===== src/rtl/rpir_pkg.sv =====
package rpir_pkg;
   typedef struct packed {
      logic spec_mask;
      logic spec_nest;
      logic auto_eoi;
      logic rot_aeoi;
   } rpir_mode_t;
endpackage


===== src/rtl/rpir_capture.sv =====
module rpir_capture #(
   parameter int N = 8
) (
   input  logic         clk,
   input  logic         rst_n,
   input  logic [N-1:0] req_in,
   input  logic [N-1:0] trig_level,
   input  logic [N-1:0] clr_edge,
   output logic [N-1:0] irr
);
   logic [N-1:0] last_lvl;

   for (genvar i = 0; i < N; i++) begin : g_line
      always_ff @(posedge clk) begin
         if (!rst_n) begin
            irr[i]      <= 1'b0;
            last_lvl[i] <= 1'b0;
         end else begin
            last_lvl[i] <= req_in[i];
            if (trig_level[i])
               irr[i] <= req_in[i];
            else if (req_in[i] && !last_lvl[i])
               irr[i] <= 1'b1;
            else if (clr_edge[i])
               irr[i] <= 1'b0;
         end
      end

      p_level_follow_r8: assert property (@(posedge clk) disable iff (!rst_n)
         trig_level[i] |=> irr[i] == $past(req_in[i]));
      p_edge_hold_r7: assert property (@(posedge clk) disable iff (!rst_n)
         (!trig_level[i] && irr[i] && !clr_edge[i]) |=> irr[i]);
      p_edge_no_rearm_r7: assert property (@(posedge clk) disable iff (!rst_n)
         (!trig_level[i] && !irr[i] && last_lvl[i]) |=> !irr[i] || ($past(req_in[i]) && 1'b0) || trig_level[i] || $past(trig_level[i]) == 1'b0 && !irr[i] || irr[i] == 1'b0);
   end
endmodule


===== src/rtl/rpir_resolve.sv =====
module rpir_resolve #(
   parameter int N            = 8,
   parameter int IDX_W        = 3,
   parameter bit IS_MASTER    = 1'b1,
   parameter int CASCADE_LINE = 2
) (
   input  logic [N-1:0]     irr,
   input  logic [N-1:0]     isr,
   input  logic [N-1:0]     mask,
   input  logic [IDX_W-1:0] base,
   input  logic             spec_mask,
   input  logic             spec_nest,
   output logic             irq_out,
   output logic [IDX_W-1:0] irq_idx
);
   localparam logic [IDX_W:0] NONE = (IDX_W+1)'(N);

   function automatic logic [IDX_W:0] rank_of(input logic [N-1:0] m,
                                               input logic [IDX_W-1:0] b);
      logic [IDX_W:0]   r;
      logic [IDX_W-1:0] pos;
      r = NONE;
      for (int o = N-1; o >= 0; o--) begin
         pos = IDX_W'(o) + b;
         if (m[pos]) r = (IDX_W+1)'(o);
      end
      return r;
   endfunction

   logic [N-1:0]   pend, svc, nest_keep;
   logic [IDX_W:0] pend_rank, svc_rank;

   if (IS_MASTER) begin : g_master
      always_comb begin
         nest_keep = '1;
         if (spec_nest) nest_keep[CASCADE_LINE] = 1'b0;
      end
   end else begin : g_slave
      assign nest_keep = '1;
   end

   always_comb begin
      pend      = irr & ~mask;
      svc       = (spec_mask ? (isr & ~mask) : isr) & nest_keep;
      pend_rank = rank_of(pend, base);
      svc_rank  = rank_of(svc, base);
      irq_out   = pend_rank < svc_rank;
      irq_idx   = pend_rank[IDX_W-1:0] + base;
   end
endmodule


===== src/rtl/rpir_service.sv =====
module rpir_service #(
   parameter int N     = 8,
   parameter int IDX_W = 3
) (
   input  logic             clk,
   input  logic             rst_n,
   input  logic             ack_fire,
   input  logic [IDX_W-1:0] ack_idx,
   input  logic             auto_eoi,
   input  logic             rot_aeoi,
   input  logic             eoi_we,
   input  logic [IDX_W-1:0] eoi_idx,
   input  logic             base_we,
   input  logic [IDX_W-1:0] base_wdata,
   output logic [N-1:0]     isr,
   output logic [IDX_W-1:0] base
);
   always_ff @(posedge clk) begin
      if (!rst_n) begin
         isr  <= '0;
         base <= '0;
      end else begin
         if (ack_fire && !auto_eoi) isr[ack_idx] <= 1'b1;
         if (eoi_we) isr[eoi_idx] <= 1'b0;
         if (base_we)
            base <= base_wdata;
         else if (ack_fire && auto_eoi && rot_aeoi)
            base <= ack_idx + 1'b1;
      end
   end

   p_ack_sets_isr_r9: assert property (@(posedge clk) disable iff (!rst_n)
      (ack_fire && !auto_eoi && !eoi_we) |=> isr[$past(ack_idx)]);
   p_aeoi_no_isr_r10: assert property (@(posedge clk) disable iff (!rst_n)
      (ack_fire && auto_eoi && !isr[ack_idx]) |=> !isr[$past(ack_idx)]);
   p_aeoi_rotate_r10: assert property (@(posedge clk) disable iff (!rst_n)
      (ack_fire && auto_eoi && rot_aeoi && !base_we) |=> base == $past(ack_idx) + 1'b1);
   p_eoi_clears_r12: assert property (@(posedge clk) disable iff (!rst_n)
      (eoi_we && !(ack_fire && ack_idx == eoi_idx)) |=> !isr[$past(eoi_idx)]);
   p_idle_stable_r13: assert property (@(posedge clk) disable iff (!rst_n)
      (!ack_fire && !eoi_we && !base_we) |=> $stable(isr) && $stable(base));
endmodule


===== src/rtl/rpir_core.sv =====
module rpir_core #(
   parameter int N            = 8,
   parameter bit IS_MASTER    = 1'b1,
   parameter int CASCADE_LINE = 2,
   localparam int IDX_W       = $clog2(N)
) (
   input  logic             clk,
   input  logic             rst_n,
   input  logic [N-1:0]     req_in,
   input  logic [N-1:0]     mask_in,
   input  logic             trig_we,
   input  logic [N-1:0]     trig_wdata,
   input  logic             base_we,
   input  logic [IDX_W-1:0] base_wdata,
   input  logic             spec_mask_en,
   input  logic             spec_nest_en,
   input  logic             auto_eoi_en,
   input  logic             rot_aeoi_en,
   input  logic             ack,
   input  logic             eoi_we,
   input  logic [IDX_W-1:0] eoi_idx,
   output logic             irq_out,
   output logic [IDX_W-1:0] irq_idx
);
   import rpir_pkg::*;

   if (N < 2 || (N & (N-1)) != 0) begin : g_bad_n
      $error("rpir_core: N must be a power of two, at least 2");
   end
   if (CASCADE_LINE < 0 || CASCADE_LINE >= N) begin : g_bad_casc
      $error("rpir_core: CASCADE_LINE out of range");
   end

   rpir_mode_t   mode;
   logic [N-1:0] trig_level, irr, isr, clr_edge;
   logic [IDX_W-1:0] base;
   logic         ack_fire;

   assign mode = '{spec_mask: spec_mask_en, spec_nest: spec_nest_en,
                   auto_eoi: auto_eoi_en, rot_aeoi: rot_aeoi_en};

   always_ff @(posedge clk) begin
      if (!rst_n) trig_level <= '0;
      else if (trig_we) trig_level <= trig_wdata;
   end

   assign ack_fire = ack && irq_out;

   always_comb begin
      clr_edge = '0;
      if (ack_fire) clr_edge[irq_idx] = !trig_level[irq_idx];
   end

   rpir_capture #(.N(N)) u_cap (
      .clk(clk), .rst_n(rst_n), .req_in(req_in), .trig_level(trig_level),
      .clr_edge(clr_edge), .irr(irr));

   rpir_resolve #(.N(N), .IDX_W(IDX_W), .IS_MASTER(IS_MASTER),
                  .CASCADE_LINE(CASCADE_LINE)) u_res (
      .irr(irr), .isr(isr), .mask(mask_in), .base(base),
      .spec_mask(mode.spec_mask), .spec_nest(mode.spec_nest),
      .irq_out(irq_out), .irq_idx(irq_idx));

   rpir_service #(.N(N), .IDX_W(IDX_W)) u_svc (
      .clk(clk), .rst_n(rst_n), .ack_fire(ack_fire), .ack_idx(irq_idx),
      .auto_eoi(mode.auto_eoi), .rot_aeoi(mode.rot_aeoi),
      .eoi_we(eoi_we), .eoi_idx(eoi_idx), .base_we(base_we),
      .base_wdata(base_wdata), .isr(isr), .base(base));

   p_win_unmasked_r3: assert property (@(posedge clk) disable iff (!rst_n)
      irq_out |-> !mask_in[irq_idx] && irr[irq_idx]);
   p_empty_quiet_r4: assert property (@(posedge clk) disable iff (!rst_n)
      (irr & ~mask_in) == '0 |-> !irq_out);
   p_ack_clears_edge_r11: assert property (@(posedge clk) disable iff (!rst_n)
      (ack_fire && !trig_level[irq_idx] && !req_in[irq_idx]) |=> !irr[$past(irq_idx)]);
   p_reset_state_r1: assert property (@(posedge clk)
      $past(!rst_n) && !rst_n |=> !irq_out);
   p_trig_load_r14: assert property (@(posedge clk) disable iff (!rst_n)
      trig_we |=> trig_level == $past(trig_wdata));
endmodule


===== config.mk =====
export PLATFORM = sky130hd
export DESIGN_NAME = rpir_core
export DESIGN_NICKNAME = d
export VERILOG_FILES = /design/src/rtl/rpir_pkg.sv /design/src/rtl/rpir_capture.sv /design/src/rtl/rpir_resolve.sv /design/src/rtl/rpir_service.sv /design/src/rtl/rpir_core.sv
export SDC_FILE = /design/constraint.sdc
export NUM_CORES = 1
export LEC_CHECK = 0
export ABC_AREA = 0
export BUFFER_PORTS_ARGS = -buffer_cell sky130_fd_sc_hd__buf_2
export CAP_MARGIN = 20
export CORE_ASPECT_RATIO = 0.5
export CORE_MARGIN = 2
export CORE_UTILIZATION = 40
export CTS_CLUSTER_DIAMETER = 200
export DETAILED_ROUTE_END_ITERATION = 10
export SYNTH_ARGS = -nofsm -noshare
export SYNTH_HDL_FRONTEND = slang
export SYNTH_SLANG_ARGS = --single-unit
export TNS_END_PERCENT = 5

===== constraint.sdc =====
create_clock -name clk -period 5.4 [get_ports clk]
set_input_delay 0.81 -clock clk [delete_from_list [all_inputs] [get_ports clk]]
set_output_delay 0.81 -clock clk [all_outputs]
set_load 0.02 [all_outputs]

==> results by group, run 1 <==
Layout
  – Storage cell area: around 700 um^2
  – Syn-to-layout area delta: 15.9%
  – Final Cell Area: around 0.0036 mm^2
  – Fin nets: 442
  – Footprint of the multi-input gates: 0.00222 mm^2
  – Layout fillers: 725
  – Ant diodes: 0
  – Share of layout cells above drive strength 1: around a quarter
  – Fin cells: roughly 490

Power
  – Comb pwr share: ~75%
  – Power Density: 728 mW/mm^2
  – Switching pwr: 1280 uW
  – Clock power share: 11.2%
  – Peak supply drop: 0.000356 V
  – Reg power frac: between 10% and 20%
  – Pleak: 0.00145 uW
  – Net Sw Frac: 49.4%
  – Internal: 1310 uW

Worst setup path
  – Slowest cell delay on critical path: 0.46 ns
  – Worst path required time: 4.59 ns
  – Slowest-stage cell, CP: a211oi_1
  – R2R depth: 18
  – Buffers & Inverters on Critical Path: 2
  – WS Path Type: primary input to primary output
  – Crit-path leading delay family: compound AO/OA/AOI/OAI gates
  – Reg2Reg Setup Slack: between 0.8 and 0.9 ns
  – Reg2reg start: u_svc.base[0]$_SDFFE_PN0P_
  – CP endpoint kind: primary output
  – Crit Reg-Reg Endpoint: u_svc.isr[2]$_SDFF_PN0_
  – CP Cell Sequence: buf_2 > a21boi_1 > a221oi_1 > a41o_1 > o211ai_1 > a31oi_1 > or2_2 > ha_1 > a211oi_1 > o21ai_0 > nor4_1 > o31ai_1 > a22oi_2 > or2_2 > buf_2
  – CP max FO: 12
  – Arr. time, crit path: about 4.4 ns
  – Startpoint Class: primary input

Clock tree
  – Reg clk slew, reported paths: around 0.060 ns
  – Worst-Skew Late Latency: 0.27 ns
  – Hold buffer count at CTS: 0
  – CTS tree: yes
  – Total clock sinks: 35
  – Total CTS buffers: 5
  – Level count of the clock H-tree: 2
  – Clk buf depth: 2
  – Root buf cell: clkbuf_16

Placement
  – Routability Congestion: slightly below 0.9
  – Port bufs: 43
  – DP HPWL: just under 7000 um
  – DP Area: 0.00339 mm^2
  – Dpl cells: 483

Yosys
  – Gate Count Post-Synth: 351
  – Synth Flop Type: dfxtp_1
  – Post-synthesis register bit count: 35
  – EDFF count, synth: 0
  – Library cells used by synthesis: 74
  – Syn Std Cell Area: between 0.003 and 0.004 mm^2
  – Yosys top cell area share: 22.8%
  – Mapped Nets: 399
  – Ys Warns: 0
  – Post-Syn Area per Cell: 8.76 um^2
  – Area leader, netlist: dfxtp_1
  – Largest cells by area after synthesis: dfxtp_1, mux4_2, mux2i_1, nand2b_1, and2_1
  – Async S/R FF share, synth: 0%
  – Register area share after synthesis: 22.8%

Detailed routing
  – Vias per inst: 5.96
  – Avg WL per Cell: 17.0 um
  – Drt total wl: roughly 8400 um
  – DRT antenna net count: 0
  – Via Count: 2927
  – Starting DRC count in detailed routing: 184
  – Drt pass-1 iters: 5
  – DRC: 0

Timing
  – Max-slew violations: 0
  – TNS Setup: 0 ns
  – Final Hold Viols: 0
  – Tcrit/Tclk final: 97.2%
  – Fmax: ~0.19 GHz
  – Crit path time final: 5.25 ns
  – RSZ-0062 raised after global routing: false
  – Setup violators final: 0
  – Least-Margin Pin Slew: between 0.6 and 0.7 ns
  – Worst rel slew slack: 58.3%
  – Worst Skew: 0.00278 ns

Min path
  – Hold path startpoint: u_svc.isr[3]$_SDFF_PN0_
  – Worst min-delay path category: flop to flop
  – Worst Hold Depth: 2
  – WHS Endpoint: u_svc.isr[3]$_SDFF_PN0_

Run
  – Max-cap violations: 0

Floorplan
  – Core area: 0.00738 mm^2
  – Core Rows: 22
  – Die ar.: 0.00845 mm^2
  – Initial Util: 41.7%
  – Ports: 44
  – Die Span Y: 66.0 um
  – Die W: 128 um

GRT
  – Total GRT Usage: 20.3%
  – Largest net degree at the start of global routing: 33
  – Vias in the first global route: 2716
  – Initial antenna violation count: 0
  – First-pass GRT wire length: 13400 um
  – Grt total ovfl: 0

Status
  – Status: finished clean
## layout by cell type, fill, tap and decap left out, types with 7 or more instances in the layout
master,n
nor2b_1,10
o21ai_0,19
nor3_1,7
nand2b_1,18
mux2i_1,14
and2_1,16
inv_1,18
nand3_1,7
buf_2,43
mux4_2,12
nand2_1,22
nor2_1,21
or3_1,7
dfxtp_1,35
buf_4,10
## timing repair
action                     4_1_cts  5_1_grt
setup endpoints to repair        0        1
gates resized for setup          0        5
setup buffers                    0        0
## logic make-up after synthesis
kind of cell	synth area share (%)
AOI/OAI and AO/OA	26.4
xor gates and xnor gates	2.93
muxes	15.4
DFF	22.8
and+or+nand+nor	23.4
buffers and inverters	5.53
adders and majority gates	3.50
## metal layers
layer / vias up / GRT usage [%] / wire (um)
met5: - / 0 / 0
met4: 0 / 4.12 / 40
met3: 4 / 2.18 / 468
met2: 102 / 34.5 / 3730
met1: 1413 / 28.3 / 4130
li1: 1408 / - / -
## layout make-up
type | count | area share [%]
Clock buffer | 6 | 3.90
Clock inverter | 2 | 0.456
Inverter | 21 | 2.28
Multi-Input combinational cell | 278 | 62.2
Sequential cell | 35 | 19.7
Tap cell | 96 | 3.37
Timing Repair Buffer | 53 | 8.14
## worst reg2reg max path: stages (launching register included)
cell and delay (ns):
dfxtp_1 0.39, inv_4 0.13, ha_4 0.31, clkinv_1 0.07, buf_4 0.16, o221ai_1 0.13, o31a_1 0.16, mux2_2 0.29
nand2b_1 0.15, or2_2 0.31, ha_1 0.22, a211oi_1 0.46, o21ai_0 0.21, nor4_1 0.25, o31ai_1 0.22, a22oi_2 0.21
buf_4 0.17, o21ai_2 0.19, o41ai_1 0.38
## power by group through the flow
stage | registers, uW | logic [uW] | clock network (uW)
global placement | 368 | 1900 | 0
finish | 366 | 1940 | 291
global route | 373 | 2100 | 307
floorplan | 336 | 1410 | 0
detailed placement | 371 | 1910 | 0
CTS | 365 | 1920 | 298
## stage by stage
stage                     hold WS [ns]  worst slack, ns  total power, uW  util (%)
final                            0.486            0.151             2600      48.3
after global routing             0.514           0.0244             2780      48.3
after CTS                        0.491           0.0600             2590      48.1
after detailed placement         0.482           0.0887             2280      46.0
after global placement           0.480           0.0321             2270      46.0
after floorplan                  0.446            0.623             1750         -
## sequential cells by signal, indices dropped and copies added, names as in the netlist
register and cells:
trig_level 8, u_cap.irr 8, u_cap.last_lvl 8, u_svc.base 3, u_svc.isr 8
## how the worst max path moves through the flow
| stage | startpoint | to | slack (ns) | cells past startpoint |
|---|---|---|---|---|
| 3_5_place_dp | spec_mask_en | irq_out | 0.09 | 16 |
| 4_1_cts | spec_mask_en | irq_out | 0.06 | 16 |
| 2_1_floorplan | u_svc.base[1]$_SDFFE_PN0P_ | irq_out | 0.62 | 17 |
| 3_3_place_gp | spec_mask_en | irq_out | 0.03 | 16 |
| 5_1_grt | spec_mask_en | irq_out | 0.02 | 16 |
| 6_report | spec_mask_en | irq_out | 0.15 | 15 |
## Yosys cell counts, types with 3 or more instances
library cell,n
a21boi_0,6
nor3_1,7
a221oi_1,5
dfxtp_1,35
and2_1,16
nor2_1,21
nand3_1,7
nand2b_1,18
nor2b_1,10
a31oi_1,5
o21a_1,6
ha_1,7
xnor2_1,3
a211oi_1,3
inv_1,18
a21oi_1,6
or2_2,3
buf_2,6
o311ai_0,3
mux4_2,12
mux2i_1,14
nand2_1,22
nor3b_1,4
o211ai_1,6
o21ai_0,19
or3_1,7
a41o_1,3
clkbuf_1,7
a21boi_1,4
a2111oi_0,4
o31ai_1,4
Note: power is estimated with default switching activity, not from simulation.
==> inputs of run 2 (changes only) <==
CORE_UTILIZATION = 50   (was 40)
PLACE_DENSITY = 0.71   (was not set)
==> run 2 against run 1 <==
Net effect:
- fmax grew 3.2%
- combinational power is essentially flat
- clock skew grew 0.00082 ns
- routed wire length shrank 0.18%
- worst hold slack gained 0.0049 ns
- sequential cell count is the same
- worst setup slack gained 0.16 ns
- power grew 0.77%
- first-iteration DRC count grew 45%
- critical path depth grew 1
- non-clock buffer count shrank 1
- highest routed layer unchanged
==> results by group, run 2 (same netlist as run 1, synthesis figures left out) <==
Layout
  – Syn-to-layout area delta: 15.0% (was 15.9%)
  – Storage cell area: 701 um^2 (unchanged)
  – Ant diodes: 0 (unchanged)
  – Most common cell after layout, fill and taps aside: buf_2 (unchanged)
  – Most frequent cells in the layout: buf_2, dfxtp_1, nand2_1 (unchanged)
  – Layout fillers: 565 (was 725)
  – Fin nets: 441 (was 442)
  – Footprint of the multi-input gates: 0.00220 mm^2 (was 0.00222 mm^2)
  – Share of layout cells above drive strength 1: 25.4% (was 25.8%)

Worst setup path
  – Startpoint Class: primary input (unchanged)
  – CP max FO: 12 (unchanged)
  – Arr. time, crit path: 4.28 ns (was 4.44 ns)
  – Slowest-stage cell, CP: mux2_2 (was a211oi_1)
  – Worst path required time: 4.59 ns (about the same)
  – CP endpoint kind: primary output (unchanged)
  – Slowest cell delay on critical path: 0.32 ns (was 0.46 ns)
  – WS Path Type: primary input to primary output (unchanged)
  – CP Cell Sequence: buf_2 > a21boi_1 > mux2i_1 > mux2i_1 > mux2_2 > nand2b_1 > nor2_1 > nand2_1 > ha_1 > a211oi_1 > o21ai_0 > nor4_1 > o31ai_1 > a22oi_2 > or2_2 > buf_2 (was buf_2 > a21boi_1 > a221oi_1 > a41o_1 > o211ai_1 > a31oi_1 > or2_2 > ha_1 > a211oi_1 > o21ai_0 > nor4_1 > o31ai_1 > a22oi_2 > or2_2 > buf_2)

Timing
  – Crit path time final: 5.09 ns (was 5.25 ns)
  – Max-slew violations: 0 (unchanged)
  – Worst Skew: 0.00360 ns (was 0.00278 ns)
  – Least-Margin Pin Slew: 0.604 ns (was 0.620 ns)
  – Hold_ws: 0.491 ns (was 0.486 ns)
  – RSZ-0062 raised after global routing: false (unchanged)
  – Final Hold Viols: 0 (unchanged)
  – Setup violators final: 0 (unchanged)
  – Worst rel slew slack: 59.8% (was 58.3%)
  – Tcrit/Tclk final: 94.2% (was 97.2%)
  – Fmax: 0.197 GHz (was 0.191 GHz)
  – TNS Setup: 0 ns (unchanged)

Clock tree
  – Total clock sinks: 35 (unchanged)
  – Level count of the clock H-tree: 2 (unchanged)
  – Worst-Skew Late Latency: 0.28 ns (was 0.27 ns)
  – Reg clk slew, reported paths: 0.06 ns (about the same)
  – Root buf cell: clkbuf_16 (unchanged)
  – Total CTS buffers: 5 (unchanged)
  – Setup bufs post-CTS: 0 (unchanged)
  – Clk buf depth: 2 (unchanged)
  – CTS tree: yes (unchanged)

Status
  – Status: finished clean (unchanged)

Floorplan
  – Die W: 115 um (was 128 um)
  – Core area: 0.00601 mm^2 (was 0.00738 mm^2)
  – Core Rows: 20 (was 22)
  – Die Span Y: 59.5 um (was 66.0 um)
  – Initial Util: 51.2% (was 41.7%)
  – Die ar.: 0.00683 mm^2 (was 0.00845 mm^2)
  – Ports: 44 (unchanged)

Power
  – Power Density: 739 mW/mm^2 (was 728 mW/mm^2)
  – Peak supply drop: 0.000409 V (was 0.000356 V)
  – Pleak: 0.00145 uW (about the same)

Detailed routing
  – Drt pass-1 iters: 5 (unchanged)
  – Drt total wl: 8350 um (was 8360 um)
  – Avg WL per Cell: 17.7 um (was 17.0 um)
  – Vias per inst: 6.34 (was 5.96)
  – DRC: 0 (unchanged)
  – DRT antenna net count: 0 (unchanged)
  – Starting DRC count in detailed routing: 267 (was 184)
  – Via Count: 2986 (was 2927)

GRT
  – First-pass GRT wire length: 13400 um (about the same)
  – Vias in the first global route: 2683 (was 2716)
  – Initial antenna violation count: 0 (unchanged)
  – Total GRT Usage: 25.2% (was 20.3%)
  – Largest net degree at the start of global routing: 33 (unchanged)
  – Grt total ovfl: 0 (unchanged)

Placement
  – Routability Congestion: 0.930 (was 0.886)
  – DP HPWL: 6600 um (was 6720 um)
  – Port bufs: 43 (unchanged)

Run
  – Max-cap violations: 0 (unchanged)

Min path
  – Worst min-delay path category: flop to flop (unchanged)
[run 2: final cells by class]
cell class | count | area share [%]
clock buffer | 5 | 3.54
clock inverter | 3 | 1.31
inverter | 21 | 2.30
multi-input combinational | 278 | 62.3
sequential | 35 | 19.8
tap | 77 | 2.72
timing repair buffer | 52 | 7.99
[run 2: where the power goes]
group	internal (uW)	switching, uW
sequential	309	57.0
clock	219	112
combinational	785	1130
total	1310	1300
[run 2: critical path: cells and delay by family]
kind / cells / cell delay (ns)
AOI/OAI and AO/OA: 5 / 1.16
and+or+nand+nor: 5 / 0.84
muxes: 3 / 0.83
buffers and inverters: 2 / 0.34
adders and majority gates: 1 / 0.31
[run 2: worst paths after layout]
kind / from / endpoint / slack [ns] / depth (start not counted)
worst min-delay path: u_svc.isr[7]$_SDFF_PN0_ / u_svc.isr[7]$_SDFF_PN0_ / 0.49 / 2
worst min register to register: u_svc.isr[7]$_SDFF_PN0_ / u_svc.isr[7]$_SDFF_PN0_ / 0.49 / 2
worst max register to register: u_svc.base[0]$_SDFFE_PN0P_ / u_svc.isr[1]$_SDFF_PN0_ / 0.98 / 18
worst max-delay path: spec_mask_en / irq_out / 0.31 / 16
[run 2: through the flow]
step	worst slack, ns	area, um^2	utilization, %	total power (uW)	instances
after floorplan	0.623	3080	-	1750	351
after global placement	0.555	3360	56.0	2190	463
after detailed placement	0.285	3360	56.0	2230	463
after CTS	0.245	3530	58.9	2580	471
after global routing	0.0149	3540	58.9	2790	471
final	0.312	3540	58.9	2620	471
[run 2: what timing repair did]
| action | in CTS | in global routing |
|---|---|---|
| setup endpoints to repair | 0 | 1 |
| hold buffers | 0 | 0 |
| hold endpoints to repair | 0 | 0 |
| resized for setup | 0 | 3 |
[run 2: routing by layer]
metal / global-route usage, % / share of wire [%] / vias up
met1: 34.3 / 46 / 1427
met5: 0 / 0 / -
met4: 7.06 / 1.5 / 0
met3: 3.37 / 5.9 / 12
met2: 42.8 / 47 / 127
li1: - / - / 1420
==> inputs of run 3 (changes only) <==
BUFFER_PORTS_ARGS = -buffer_cell sky130_fd_sc_hd__buf_4   (was -buffer_cell sky130_fd_sc_hd__buf_2)
CORE_MARGIN = 1   (was 2)
==> run 3 against run 2 <==
Net effect:
- global-route usage up 2.8 points
- combinational power up 3%
- design area up 2.8%
- fmax shrank 0.22%
- sequential cell count did not move
- critical endpoint unchanged
==> results by group, run 3 (same netlist as run 1, synthesis figures left out) <==
Status
  – Status: finished clean (unchanged)

Worst setup path
  – Reg2reg start: u_svc.base[0]$_SDFFE_PN0P_ (unchanged)
  – Reg2Reg Setup Slack: 1.03 ns (was 0.98 ns)
  – Startpoint Class: primary input (unchanged)
  – WS Path Type: primary input to primary output (unchanged)
  – CP Cell Sequence: buf_4 > a21boi_1 > a221oi_1 > a41o_1 > o211ai_1 > a31oi_1 > or2_2 > ha_1 > a211oi_1 > o21ai_0 > nor4_1 > o31ai_1 > a22oi_2 > or2_2 > buf_4 (was buf_2 > a21boi_1 > mux2i_1 > mux2i_1 > mux2_2 > nand2b_1 > nor2_1 > nand2_1 > ha_1 > a211oi_1 > o21ai_0 > nor4_1 > o31ai_1 > a22oi_2 > or2_2 > buf_2)
  – CP max FO: 12 (unchanged)
  – Slowest cell delay on critical path: 0.46 ns (was 0.32 ns)
  – Worst path required time: 4.59 ns (about the same)
  – R2R depth: 17 (was 18)
  – Crit Reg-Reg Endpoint: u_svc.isr[1]$_SDFF_PN0_ (unchanged)
  – Arr. time, crit path: 4.29 ns (was 4.28 ns)
  – Slowest-stage cell, CP: a21boi_1 (was mux2_2)
  – CP endpoint kind: primary output (unchanged)

Detailed routing
  – DRT antenna net count: 0 (unchanged)
  – Drt pass-1 iters: 5 (unchanged)
  – Drt total wl: 8480 um (was 8350 um)
  – DRC: 0 (unchanged)
  – Vias per inst: 6.38 (was 6.34)
  – Starting DRC count in detailed routing: 306 (was 267)
  – Avg WL per Cell: 18.2 um (was 17.7 um)
  – Via Count: 2969 (was 2986)

Clock tree
  – Reg clk slew, reported paths: 0.05 ns (was 0.06 ns)
  – CTS tree: yes (unchanged)
  – Clk buf depth: 2 (unchanged)
  – Worst-Skew Late Latency: 0.27 ns (was 0.28 ns)
  – Level count of the clock H-tree: 2 (unchanged)
  – Total CTS buffers: 5 (unchanged)
  – Hold buffer count at CTS: 0 (unchanged)
  – Root buf cell: clkbuf_16 (unchanged)
  – Total clock sinks: 35 (unchanged)

Floorplan
  – Ports: 44 (unchanged)
  – Initial Util: 53.9% (was 51.2%)
  – Core area: 0.00571 mm^2 (was 0.00601 mm^2)
  – Die Span Y: 57.5 um (was 59.5 um)
  – Core Rows: 19 (was 20)
  – Die W: 113 um (was 115 um)
  – Die ar.: 0.00649 mm^2 (was 0.00683 mm^2)

Timing
  – Max-slew violations: 0 (unchanged)
  – Least-Margin Pin Slew: 0.649 ns (was 0.604 ns)
  – Worst Skew: 0.00306 ns (was 0.00360 ns)
  – Crit path time final: 5.10 ns (was 5.09 ns)
  – Setup violators final: 0 (unchanged)
  – Final Hold Viols: 0 (unchanged)
  – RSZ-0062 raised after global routing: false (unchanged)
  – Fmax: 0.196 GHz (was 0.197 GHz)
  – Hold_ws: 0.488 ns (was 0.491 ns)
  – Worst rel slew slack: 56.7% (was 59.8%)
  – Tcrit/Tclk final: 94.4% (was 94.2%)
  – TNS Setup: 0 ns (unchanged)

Layout
  – Share of layout cells above drive strength 1: 25.3% (was 25.4%)
  – Fin nets: 440 (was 441)
  – Layout Utilization: 63.7% (was 58.9%)
  – Layout fillers: 494 (was 565)
  – Most common cell after layout, fill and taps aside: buf_4 (was buf_2)
  – Final Cell Area: 0.00364 mm^2 (was 0.00354 mm^2)
  – Ant diodes: 0 (unchanged)
  – Most frequent cells in the layout: buf_4, dfxtp_1, nand2_1 (was buf_2, dfxtp_1, nand2_1)
  – Footprint of the multi-input gates: 0.00222 mm^2 (was 0.00220 mm^2)
  – Syn-to-layout area delta: 18.2% (was 15.0%)
  – Storage cell area: 701 um^2 (unchanged)

Min path
  – Worst Hold Depth: 2 (unchanged)
  – Worst min-delay path category: flop to flop (unchanged)
  – Hold path startpoint: u_svc.isr[3]$_SDFF_PN0_ (was u_svc.isr[7]$_SDFF_PN0_)
  – WHS Endpoint: u_svc.isr[3]$_SDFF_PN0_ (was u_svc.isr[7]$_SDFF_PN0_)

Placement
  – DP Area: 0.00346 mm^2 (was 0.00336 mm^2)
  – DP HPWL: 6630 um (was 6600 um)
  – Port bufs: 43 (unchanged)
  – Routability Congestion: 0.990 (was 0.930)

GRT
  – First-pass GRT wire length: 14100 um (was 13400 um)
  – Vias in the first global route: 2902 (was 2683)
  – Initial antenna violation count: 0 (unchanged)
  – Total GRT Usage: 28.0% (was 25.2%)
  – Grt total ovfl: 0 (unchanged)
  – Largest net degree at the start of global routing: 33 (unchanged)

Power
  – Power Density: 732 mW/mm^2 (was 739 mW/mm^2)
  – Peak supply drop: 0.000487 V (was 0.000409 V)
  – Pleak: 0.00148 uW (was 0.00145 uW)

Run
  – Max-cap violations: 0 (unchanged)
run 3: changes by cell type in the layout (fill, tap and decap cells not counted):
cell and delta:
ha_4 +1, buf_4 +42, inv_6 -1, buf_2 -43, ha_1 -1
run 3: worst max-delay path: cells and delay by family:
| family | cells | cell delay (ns) |
|---|---|---|
| buffers and inverters | 2 | 0.28 |
| adders and majority gates | 1 | 0.21 |
| AOI/OAI and AO/OA | 9 | 2.27 |
| and+or+nand+nor | 3 | 0.72 |
run 3: layout make-up:
type	count	area share [%]
Inverter	21	2.24
Tap cell	73	2.51
Sequential cell	35	19.3
Clock inverter	2	1.03
Timing Repair Buffer	51	10.5
Clock buffer	5	3.44
Multi-Input combinational cell	278	61.0
run 3: power by group:
group	switching, uW	internal, uW
logic	1140	835
registers	60.8	309
clock network	105	215
total	1300	1360
run 3: timing repair:
| action | in CTS | in global routing |
|---|---|---|
| endpoints found under the setup margin | 0 | 1 |
| gates resized for setup | 0 | 5 |
| buffers inserted | 0 | 0 |
run 3: routing by layer:
layer,GRT usage [%],share of wire [%],vias up
met1,38.1,46,1417
met3,4.25,5.8,14
met5,0,0,-
met2,47.5,47,127
li1,-,-,1411
met4,6.77,1.1,0
run 3: worst max-delay path by stage:
| stage | start | to | slack (ns) |
|---|---|---|---|
| global placement | spec_mask_en | irq_out | 0.61 |
| floorplan | u_svc.base[1]$_SDFFE_PN0P_ | irq_out | 0.62 |
| detailed placement | spec_mask_en | irq_out | 0.39 |
| global route | spec_mask_en | irq_out | 0.01 |
| CTS | u_svc.base[0]$_SDFFE_PN0P_ | irq_out | 0.25 |
| finish | spec_mask_en | irq_out | 0.30 |
run 3: per-stage QoR:
stage	setup slack [ns]	instances	power, uW
finish	0.300	465	2660
global route	0.0143	465	2840
CTS	0.253	465	2610
detailed placement	0.392	458	2280
global placement	0.613	458	2230
floorplan	0.623	351	1750
